`src/rtl/cti_pkg.sv`:
```
package cti_pkg;
    localparam int NSRC      = 4;
    localparam int SETTING_W = 8;
    localparam int ZERO_UNITS = 255;

    typedef enum logic [1:0] {
        SRC_DONE    = 2'd0,
        SRC_CMDERR  = 2'd1,
        SRC_XCMDERR = 2'd2,
        SRC_BUSERR  = 2'd3
    } src_e;

    typedef logic [NSRC-1:0] srcvec_t;

    typedef struct packed {
        logic    en;
        logic    sel;
        srcvec_t data;
        srcvec_t mask;
    } regwr_t;

    function automatic logic [31:0] tmo_limit(input logic [SETTING_W-1:0] n,
                                              input int unsigned sh);
        logic [31:0] units;
        units = (n == '0) ? 32'(ZERO_UNITS) : 32'(n);
        return units << sh;
    endfunction
endpackage

```
`src/rtl/cti_timer.sv`:
```
module cti_timer #(
    parameter int CNT_W = 18
) (
    input  logic             clk,
    input  logic             rst,
    input  logic             restart,
    input  logic             run,
    input  logic [CNT_W-1:0] limit,
    output logic             expire
);
    logic [CNT_W-1:0] cnt;
    logic             at_end;

    assign at_end = (cnt == limit - CNT_W'(1));
    assign expire = run && !restart && at_end;

    always_ff @(posedge clk) begin
        if (rst || restart) begin
            cnt <= '0;
        end else if (run) begin
            if (at_end) cnt <= '0;
            else        cnt <= cnt + CNT_W'(1);
        end
    end
endmodule

```
`src/rtl/cti_cmd_track.sv`:
```
module cti_cmd_track #(
    parameter int CNT_W = 18
) (
    input  logic             clk,
    input  logic             rst,
    input  logic             start,
    input  logic             done,
    input  logic [CNT_W-1:0] limit,
    output logic             busy,
    output logic             tmo
);
    logic run;
    assign run = busy && !done;

    cti_timer #(.CNT_W(CNT_W)) i_tmr (
        .clk     (clk),
        .rst     (rst),
        .restart (start),
        .run     (run),
        .limit   (limit),
        .expire  (tmo)
    );

    always_ff @(posedge clk) begin
        if (rst)              busy <= 1'b0;
        else if (start)       busy <= 1'b1;
        else if (done || tmo) busy <= 1'b0;
    end
endmodule

```
`src/rtl/cti_bus_watch.sv`:
```
module cti_bus_watch #(
    parameter int CNT_W = 18
) (
    input  logic             clk,
    input  logic             rst,
    input  logic             busy,
    input  logic [CNT_W-1:0] limit,
    output logic             tmo
);
    logic fired;
    logic run;
    logic restart;

    assign restart = !busy;
    assign run     = busy && !fired;

    cti_timer #(.CNT_W(CNT_W)) i_tmr (
        .clk     (clk),
        .rst     (rst),
        .restart (restart),
        .run     (run),
        .limit   (limit),
        .expire  (tmo)
    );

    always_ff @(posedge clk) begin
        if (rst || !busy) fired <= 1'b0;
        else if (tmo)     fired <= 1'b1;
    end
endmodule

```
`src/rtl/cti_irq_regs.sv`:
```
module cti_irq_regs
    import cti_pkg::*;
(
    input  logic    clk,
    input  logic    rst,
    input  srcvec_t set_vec,
    input  regwr_t  wr,
    output srcvec_t status,
    output srcvec_t enable
);
    srcvec_t clr_vec;
    srcvec_t status_n;
    srcvec_t enable_n;

    always_comb begin
        clr_vec = (wr.en && wr.sel) ? wr.data : '0;
        for (int i = 0; i < NSRC; i++) begin
            status_n[i] = set_vec[i] | (status[i] & ~clr_vec[i]);
            if (wr.en && !wr.sel && wr.mask[i]) enable_n[i] = wr.data[i];
            else                                enable_n[i] = enable[i];
        end
    end

    always_ff @(posedge clk) begin
        if (rst) begin
            status <= '0;
            enable <= '0;
        end else begin
            status <= status_n;
            enable <= enable_n;
        end
    end
endmodule

```
`src/rtl/cmd_watch_irq.sv`:
```
module cmd_watch_irq
    import cti_pkg::*;
#(
    parameter int SCALE_LOG2 = 10
) (
    input  logic       clk,
    input  logic       rst,
    input  logic       cmd_start,
    input  logic       cmd_done,
    input  logic       cmd_err,
    input  logic       xfer_cmd_err,
    input  logic       bus_err,
    input  logic       bus_busy,
    input  logic [7:0] cmd_tmo_set,
    input  logic [7:0] bus_tmo_set,
    input  logic       wr_en,
    input  logic       wr_sel,
    input  logic [3:0] wr_data,
    input  logic [3:0] wr_mask,
    output logic [3:0] status,
    output logic [3:0] enable,
    output logic       irq,
    output logic       pending,
    output logic       idle
);
    localparam int CNT_W = SETTING_W + SCALE_LOG2;

    logic [CNT_W-1:0] cmd_lim;
    logic [CNT_W-1:0] bus_lim;
    logic             cmd_busy;
    logic             cmd_tmo;
    logic             bus_tmo;
    srcvec_t          set_vec;
    regwr_t           wr;

    assign cmd_lim = CNT_W'(tmo_limit(cmd_tmo_set, SCALE_LOG2));
    assign bus_lim = CNT_W'(tmo_limit(bus_tmo_set, SCALE_LOG2));

    cti_cmd_track #(.CNT_W(CNT_W)) i_cmd (
        .clk   (clk),
        .rst   (rst),
        .start (cmd_start),
        .done  (cmd_done),
        .limit (cmd_lim),
        .busy  (cmd_busy),
        .tmo   (cmd_tmo)
    );

    cti_bus_watch #(.CNT_W(CNT_W)) i_bus (
        .clk   (clk),
        .rst   (rst),
        .busy  (bus_busy),
        .limit (bus_lim),
        .tmo   (bus_tmo)
    );

    always_comb begin
        set_vec              = '0;
        set_vec[SRC_DONE]    = cmd_done;
        set_vec[SRC_CMDERR]  = cmd_err | cmd_tmo;
        set_vec[SRC_XCMDERR] = xfer_cmd_err;
        set_vec[SRC_BUSERR]  = bus_err | bus_tmo;
        wr = '{en: wr_en, sel: wr_sel, data: wr_data, mask: wr_mask};
    end

    cti_irq_regs i_regs (
        .clk     (clk),
        .rst     (rst),
        .set_vec (set_vec),
        .wr      (wr),
        .status  (status),
        .enable  (enable)
    );

    assign irq     = |(status & enable);
    assign pending = |status;
    assign idle    = !cmd_busy;
endmodule

```
`config.mk`:
```
export PLATFORM = sky130hd
export DESIGN_NAME = cmd_watch_irq
export DESIGN_NICKNAME = d
export VERILOG_FILES = /design/src/rtl/cti_pkg.sv /design/src/rtl/cti_timer.sv /design/src/rtl/cti_cmd_track.sv /design/src/rtl/cti_bus_watch.sv /design/src/rtl/cti_irq_regs.sv /design/src/rtl/cmd_watch_irq.sv
export SDC_FILE = /design/constraint.sdc
export NUM_CORES = 1
export LEC_CHECK = 0
export BUFFER_PORTS_ARGS = -buffer_cell sky130_fd_sc_hd__buf_2
export CORE_MARGIN = 5
export CORE_UTILIZATION = 61
export CTS_CLUSTER_DIAMETER = 120
export DETAILED_ROUTE_END_ITERATION = 12
export PLACE_DENSITY = 0.93
export REMOVE_ABC_BUFFERS = 1
export SETUP_SLACK_MARGIN = 0.4
export SLEW_MARGIN = 15
export SYNTH_ARGS = -nofsm -noshare
export SYNTH_HDL_FRONTEND = slang
export SYNTH_SLANG_ARGS = --single-unit
```
`constraint.sdc`:
```
create_clock -name clk -period 7.2 [get_ports clk]
set_input_delay 1.44 -clock clk [delete_from_list [all_inputs] [get_ports clk]]
set_output_delay 1.44 -clock clk [all_outputs]
set_load 0.02 [all_outputs]
```
Word level (Yosys, flattened, before mapping)
Cells that the tools add are included.

Memories: 0. Bits in read-only memories: 0. Output and inout bits: 11. Latch bits: 0. Memory bits (writable): 0. Word-level logic and storage cells: 63. Bits of input ports: 34. Register bits after elaboration: 46.

Equal/unequal tests: 2. Divide/modulo/power cells: 0. Bitwise logic cells: 15. Multipliers: 0. Shift operators: 0. $lt $le $gt $ge: 0. Muxes and demuxes: 7. $add $sub $neg: 4. Reduce and logical (&&, ||, !) cells: 26.

Operators with widths (number): $add 18x1->18 const B (2); $eq 18x18->1 (2); $mux 18 (2); $sub 18x1->18 const B (2); $logic_not 8->1 (2); $mux 8 (2); $logic_and 1x1->1 (12); $reduce_or 4->1 (2); $logic_not 1->1 (6); $or 1x1->1 (6); $and 1x1->1 (4); $and 4x4->4 (1); $mux 4 (1); $not 1->1 (4); $logic_or 1x1->1 (3); $mux 1 (2); $reduce_bool 2->1 (1).

Longest topological paths before layout
Gate-level depths: netlist of the first run.

Depth in word-level cells: 8. Gate-level depth with buffers: 13. Mapped depth without buffers: 11.

By module
From an unflattened synthesis of the first run, not the netlist that was laid out.

Cells, all modules: 443. Area total of the unflattened synthesis: 3652.3 µm².

By module, submodules not included: cti_timer (area an instance 1436.4 µm², cells an instance 182, seq. area each 360.3 µm², times used 2); cti_irq_regs (area an instance 386.6 µm², cells an instance 37, seq. area each 160.2 µm², times used 1); cmd_watch_irq (area an instance 301.5 µm², cells an instance 32, seq. area each 0.0 µm², times used 1); cti_cmd_track (area an instance 50.0 µm², cells an instance 5, seq. area each 20.0 µm², times used 1); cti_bus_watch (area an instance 41.3 µm², cells an instance 5, seq. area each 20.0 µm², times used 1).

Worst setup path after synthesis of the first run
No wires, ideal clock.

Path kind: input -> register. Start point: input bus_tmo_set[2]. End point: register i_bus.i_tmr.cnt[10]. Required time: 7085 ps. Data arrival time: 4101 ps. Library setup time: 115 ps. Path slack: 2984 ps. Buffers on the path: 2. Stages on the path: 12. Cells stage by stage: buf_6 or4_4 or3_2 nor2_1 nor2_1 ha_1 xnor2_1 nor4_1 o2111ai_4 o31ai_4 buf_6 nor2_1.

Cells in the longest elaborated chain, start to end: 5.

Ends and longest elaborated chain: start, declared (RTL line cmd_watch_irq.sv:15) `input logic [7:0] bus_tmo_set,`; $logic_not 8->1 (RTL line cti_pkg.sv:25) `units = (n == '0) ? 32'(ZERO_UNITS) : 32'(n);`; $mux 8 * (RTL line cti_pkg.sv:25); $sub 18x1->18 * (RTL line cti_timer.sv:14) `assign at_end = (cnt == limit - CNT_W'(1));`; $eq 18x18->1 * (RTL line cti_timer.sv:14); $mux 18 * (RTL line cti_timer.sv:21) `if (at_end) cnt <= '0;`; end signal, assigned (RTL line cti_timer.sv:22) `else cnt <= cnt + CNT_W'(1);`; end, declared (RTL line cti_timer.sv:11) `logic [CNT_W-1:0] cnt;`.

Every way passes the cells marked *; elsewhere a longest branch is shown, timed or not. A chain may end at the register's enable or synchronous reset.

Worst setup path after layout of the first run
Start point: input cmd_tmo_set[0]. End point: register i_cmd.i_tmr.cnt[14].

Cells in the longest elaborated chain, start to end: 5.

Ends and longest elaborated chain: start, declared (RTL line cmd_watch_irq.sv:14) `input logic [7:0] cmd_tmo_set,`; $logic_not 8->1 (RTL line cti_pkg.sv:25); $mux 8 * (RTL line cti_pkg.sv:25); $sub 18x1->18 * (RTL line cti_timer.sv:14); $eq 18x18->1 * (RTL line cti_timer.sv:14); $mux 18 * (RTL line cti_timer.sv:21); end signal, assigned (RTL line cti_timer.sv:22); end, declared (RTL line cti_timer.sv:11).

Marked as above.

==> results_dict.tcl, run 1 <==
set metrics [dict create \
    min_from "i_regs.enable[1]" \
    nets 411 \
    fmax_mhz 222 \
    yosys.area.top_type_share 0.339 \
    drt_iter0_drc 138 \
    io_buffer_count 44 \
    die_area_um2 5890 \
    synth_seq_area_share 0.339 \
    core_um2 4320 \
    startpoint "cmd_tmo_set[0]" \
    ios 45 \
    start_util 0.628 \
    tns_ns 0 \
    die_w_um 76.7 \
    max_cap_violations 0 \
    std_cell_rows 24 \
    vias_per_cell 6.02 \
    outcome "finished, final reports clean" \
    p_leak_uw 0.00104 \
    holdBufCountCts 0 \
    async_flop_share 0 \
    post_cts_buffers 0 \
    start_kind "primary input" \
    grt_max_degree 19 \
    grt_pass1_wl_um 10400 \
    critPathMostFrequentCell "nor3_1" \
    totalWireLength_um 6230 \
    drtPass1Iterations 4 \
    regToRegStartpoint "i_cmd.i_tmr.cnt[9]" \
    reg2regPathDepth 6 \
    grt_pass1_vias 2421 \
    post_cts_resized 0 \
    p_total_uw 511 \
    vias 2563 \
    cp_data_required_time_ns 7.33 \
    drive_gt1_frac 0.171 \
    gr-total-overflow 0 \
    crit_end "i_cmd.i_tmr.cnt[14]" \
    ys_ff_latch 46 \
    path_cells "buf_2 > or4_1 > nor3_1 > nor2_1 > ha_1 > xnor2_1 > xnor2_1 > nor3_1 > o221ai_1 > nor4_2 > nor3_1" \
    yosysUniqueCellTypes 53 \
    r2r_end "i_cmd.i_tmr.cnt[14]" \
    synthTopCellsByArea "dfxtp_1 34%, xnor2_1 10%, nor2_1 5.8%" \
    cts_htree_levels 2 \
    maxSlewHeadroom 0.298 \
    worst_pin_slew_ns 1.04 \
    drc 0 \
    powerDensity_nw_per_um2 168 \
    path_clk_slew_ns 0.09 \
    clock-skew-final_ns 0.00795 \
    synth_edf_count 0 \
    track_usage 0.208 \
    path_max_fanout 12 \
    crit_family "simple AND/OR/NAND/NOR gates" \
    cts.sinks 46 \
    dominantRegCellSynth "dfxtp_1" \
    rsz0062_at_grt "false" \
    fillers 332 \
    numCtsBuffers 5 \
    whs_ns 0.478 \
    die_h_um 76.7 \
    place.gp.congestion 0.922 \
    cp-end-kind "flop" \
    drtAntennaViolNets 0 \
    dpl.hpwl_um 4580 \
    yosysWarnings 0 \
    syn-cell-area_um2 2720 \
    cp_num_cells 11 \
    fin_crit_ns 4.51 \
    hold_viol 0 \
    insertion_delay_ns 0.30 \
    cts_tree "yes" \
    cts_root_buffer "clkbuf_8" \
    crit_path_top_delay_cell "nor4_2" \
    setup_viol 0 \
    arrival_ns 4.64 \
    reg2reg_slack_ns 4.82 \
    area_growth_pct 12.1 \
    ir_drop_mv 0.0959 \
    min_path_type "flop to flop" \
    crit_buf_inv 1 \
    antenna_found_initial 0 \
    synth_top_area_cell "dfxtp_1" \
    diodes 0 \
    synthCells 336 \
    wl_per_cell_um 14.6 \
    cts.path.max_buffers 2 \
    finalCritPeriodShare 0.627 \
    synth.avg_cell_area_um2 8.09 \
    critPathKind "primary input to flop" \
    slowest_delay_ns 0.88 \
    drv_slew 0 \
]
-- cells in the mapped netlist, types with 3 or more instances --
cell type	count
dfxtp_1	46
nor2_1	42
xnor2_1	31
nor3_1	29
nand2_1	25
nand3_1	21
xor2_1	15
a21oi_1	11
inv_1	10
nand4_1	10
clkbuf_1	9
nor2b_1	6
o21ai_0	6
nand2b_1	5
nor3b_1	5
or3_1	5
ha_1	4
nor4_1	4
a21o_1	3
and3_1	3
and4_1	3
o211ai_1	3
-- cells in the final DEF, fill, tap and decap left out, types with 2 or more instances in the layout --
cell type	n
a21boi_0	2
a21o_1	3
a21oi_1	11
a22oi_1	2
and2_1	2
and3_1	3
and4_1	3
buf_2	44
clkbuf_8	5
dfxtp_1	46
ha_1	4
inv_1	10
nand2_1	25
nand2b_1	5
nand3_1	21
nand4_1	10
nor2_1	42
nor2b_1	6
nor3_1	29
nor3b_1	5
nor4_1	4
o211ai_1	3
o21ai_0	6
o221ai_1	2
or2_2	2
or3_1	5
or4_1	2
or4_4	2
xnor2_1	31
xor2_1	15
-- tightest hold or removal path, stage by stage (launching register included) --
cell,delay [ns]
dfxtp_1,0.33
nand2_1,0.06
a21oi_1,0.05
-- logic make-up (layout without fill, tap and decap cells) --
group	Yosys count	count (layout)	share of synthesized area
AOI/OAI and AO/OA	42	42	0.120
xor gates and xnor gates	46	46	0.148
adders and majority gates	4	4	0.0184
buffers and inverters	24	62	0.0391
DFF	46	46	0.339
muxes	1	1	0.00368
and+or+nand+nor	173	173	0.331
-- per-layer routing --
metal | wire [µm] | share of wire | track usage | up-vias
met5 | 0 | 0 | 0 | -
met4 | 157 | 0.025 | 0.0909 | 0
met3 | 387 | 0.062 | 0.0550 | 16
met2 | 2940 | 0.47 | 0.356 | 84
met1 | 2740 | 0.44 | 0.241 | 1203
li1 | - | - | - | 1260
-- metrics by stage --
stage	std cells	utilization	setup WS [ns]	area, µm²
after floorplan	322	-	3.05	2650
after global placement	418	0.679	2.62	2930
after detailed placement	418	0.679	2.42	2930
after CTS	426	0.705	2.74	3050
after global routing	426	0.705	2.40	3050
final	426	0.705	2.69	3050
-- report_power, final --
group | switching [µW] | leakage, µW | total [µW] | internal, µW
logic | 35.0 | 0.000609 | 59.3 | 24.3
registers | 2.90 | 0.000373 | 260 | 258
clock network | 86.9 | 0.0000585 | 191 | 104
-- state kept, by name, indices dropped and copies added (netlist names) --
register         flops
i_bus.fired          1
i_bus.i_tmr.cnt     18
i_cmd.busy           1
i_cmd.i_tmr.cnt     18
i_regs.enable        4
i_regs.status        4
-- layout make-up --
cell class / instances / area [µm²] / share of cell area
multi-input combinational: 266 / 1690 / 0.555
sequential: 46 / 921 / 0.302
timing repair buffer: 44 / 220 / 0.0723
clock buffer: 5 / 68.8 / 0.0226
tap: 52 / 65.1 / 0.0214
clock inverter: 3 / 43.8 / 0.0144
inverter: 10 / 37.5 / 0.0123
-- worst min path at each step --
stage	endpoint	depth (start not counted)
floorplan	i_bus.i_tmr.cnt[0]	2
global placement	i_regs.enable[0]	2
detailed placement	i_regs.enable[1]	2
CTS	i_regs.enable[1]	2
global route	i_regs.enable[0]	2
finish	i_regs.enable[1]	2
No activity file was read; power rests on OpenSTA's default activity.
==> inputs of run 2 (changes only) <==
- CORE_UTILIZATION: 61 -> 56
- PLACE_DENSITY: 0.93 -> 0.87
- clock period: 7.2 -> 4.5 ns (I/O delays scaled with it)
==> run 2 against run 1 <==
  * Core utilization is 5.8 points lower
  * Cell count up 3.8%
  * Sequential power increased by 60%
  * Worst setup slack got worse by 1.9 ns
  * Non-clock buffer count is 1 higher
  * Critical path type unchanged
  * Critical endpoint is now i_bus.i_tmr.cnt[5]
==> results_dict.tcl, run 2 (synthesized netlist as in run 1, its figures left out) <==
set metrics [dict create \
    outcome "finished, final reports clean" \
    area_growth_pct 12.4 \
    drt_iter0_drc 125 \
    p_int_uw 563 \
    worst_pin_slew_ns 0.539 \
    gr-total-overflow 0 \
    core_um2 4720 \
    power_frac_seq 0.540 \
    diodes 0 \
    final_cell_mix "46 x dfxtp_1, 44 x buf_2, 42 x nor2_1, 31 x xnor2_1, 29 x nor3_1" \
    cp-end-kind "flop" \
    insertion_delay_ns 0.30 \
    grt_pass1_vias 2355 \
    final_cells 442 \
    powerDensity_nw_per_um2 252 \
    vias 2517 \
    rsz0062_at_grt "false" \
    placed_cells 434 \
    cts_htree_levels 2 \
    fillers 398 \
    post_cts_buffers 0 \
    setup_viol 0 \
    dpl.hpwl_um 4290 \
    hold_viol 0 \
    max_cap_violations 0 \
    vias_per_cell 5.69 \
    clock-skew-final_ns 0.0102 \
    post_cts_resized 0 \
    critPathKind "primary input to flop" \
    net-switching-power_uw 208 \
    drc 0 \
    pwr-share-comb 0.122 \
    die_area_um2 6350 \
    antenna_found_initial 0 \
    path_clk_slew_ns 0.09 \
    reg_top3 "i_bus.i_tmr.cnt (18), i_cmd.i_tmr.cnt (18)" \
    track_usage 0.187 \
    finalCritPeriodShare 0.826 \
    drive_gt1_frac 0.173 \
    drv_slew 0 \
    cp_data_required_time_ns 4.67 \
    drtPass1Iterations 4 \
    p_leak_uw 0.00103 \
    ir_drop_mv 0.119 \
    numCtsBuffers 5 \
    postPlaceCellArea_um2 2960 \
    die_h_um 79.7 \
    path_max_fanout 12 \
    final_common_cell "dfxtp_1" \
    wl_per_cell_um 12.7 \
    start_util 0.575 \
    min_path_type "flop to flop" \
    maxSlewHeadroom 0.637 \
    place.gp.congestion 0.823 \
    start_kind "primary input" \
    totalWireLength_um 5620 \
    fin_area_um2 3050 \
    fmax_mhz 269 \
    io_buffer_count 44 \
    grt_max_degree 19 \
    tns_ns 0 \
    drtAntennaViolNets 0 \
    die_w_um 79.7 \
    nets 412 \
    final_util 0.647 \
    cts_tree "yes" \
    cts_root_buffer "clkbuf_8" \
    swShare 0.270 \
    grt_pass1_wl_um 9830 \
    fin_crit_ns 3.72 \
    ios 45 \
    holdBufCountCts 0 \
    whs_ns 0.477 \
    std_cell_rows 25 \
    cts.sinks 46 \
    arrival_ns 3.89 \
    cts.path.max_buffers 2 \
    p_clk_frac 0.338 \
]
## run 2: changes by cell type in the layout (fill, tap and decap cells not counted)
cell | before | now
clkinv_2 | 1 | 0
clkinvlp_4 | 0 | 1
buf_4 | 0 | 1
bufinv_16 | 1 | 0
clkinv_4 | 0 | 1
## run 2: worst paths after layout
check | cells past startpoint | to | start | slack, ns
setup reg to reg | 6 | i_bus.i_tmr.cnt[5] | i_bus.i_tmr.cnt[13] | 2.34
hold / removal | 2 | i_regs.enable[2] | i_regs.enable[2] | 0.48
setup / recovery | 11 | i_bus.i_tmr.cnt[5] | bus_tmo_set[2] | 0.78
hold reg to reg | 2 | i_regs.enable[2] | i_regs.enable[2] | 0.48
## run 2: routing by layer
| layer | vias to the layer above | GRT usage | wire, µm |
|---|---|---|---|
| li1 | 1263 | - | - |
| met1 | 1166 | 0.229 | 2590 |
| met2 | 75 | 0.317 | 2550 |
| met3 | 13 | 0.0440 | 369 |
| met4 | 0 | 0.0704 | 107 |
| met5 | - | 0 | 0 |
## run 2: cell type report
cell class	count	area, µm²	area share
repair buffers	45	228	0.0746
clock buffers	5	68.8	0.0225
inverters	10	37.5	0.0123
well taps	67	83.8	0.0274
flip-flops and latches	46	921	0.302
clock inverters	3	25.0	0.00819
multi-input cells	266	1690	0.553
## run 2: power by group through the flow
stage	clock (µW)	combinational (µW)	sequential (µW)
after CTS	267	93.7	417
after global routing	283	104	418
after detailed placement	0	93.1	426
after floorplan	0	48.7	430
after global placement	0	91.1	426
final	261	93.8	417
## run 2: critical path, stage by stage
cell,delay (ns)
buf_2,0.14
or4_4,0.55
or3_2,0.44
nor2_1,0.11
nor2_1,0.05
ha_1,0.31
xnor2_1,0.14
nor4_1,0.41
o2111ai_4,0.23
o31ai_4,0.49
nor3_1,0.12
## run 2: per-stage QoR
stage | total power, µW | setup WS [ns]
3_5_place_dp | 519 | 0.486
6_report | 771 | 0.783
2_1_floorplan | 479 | 0.888
4_1_cts | 778 | 0.799
3_3_place_gp | 517 | 0.553
5_1_grt | 804 | 0.561
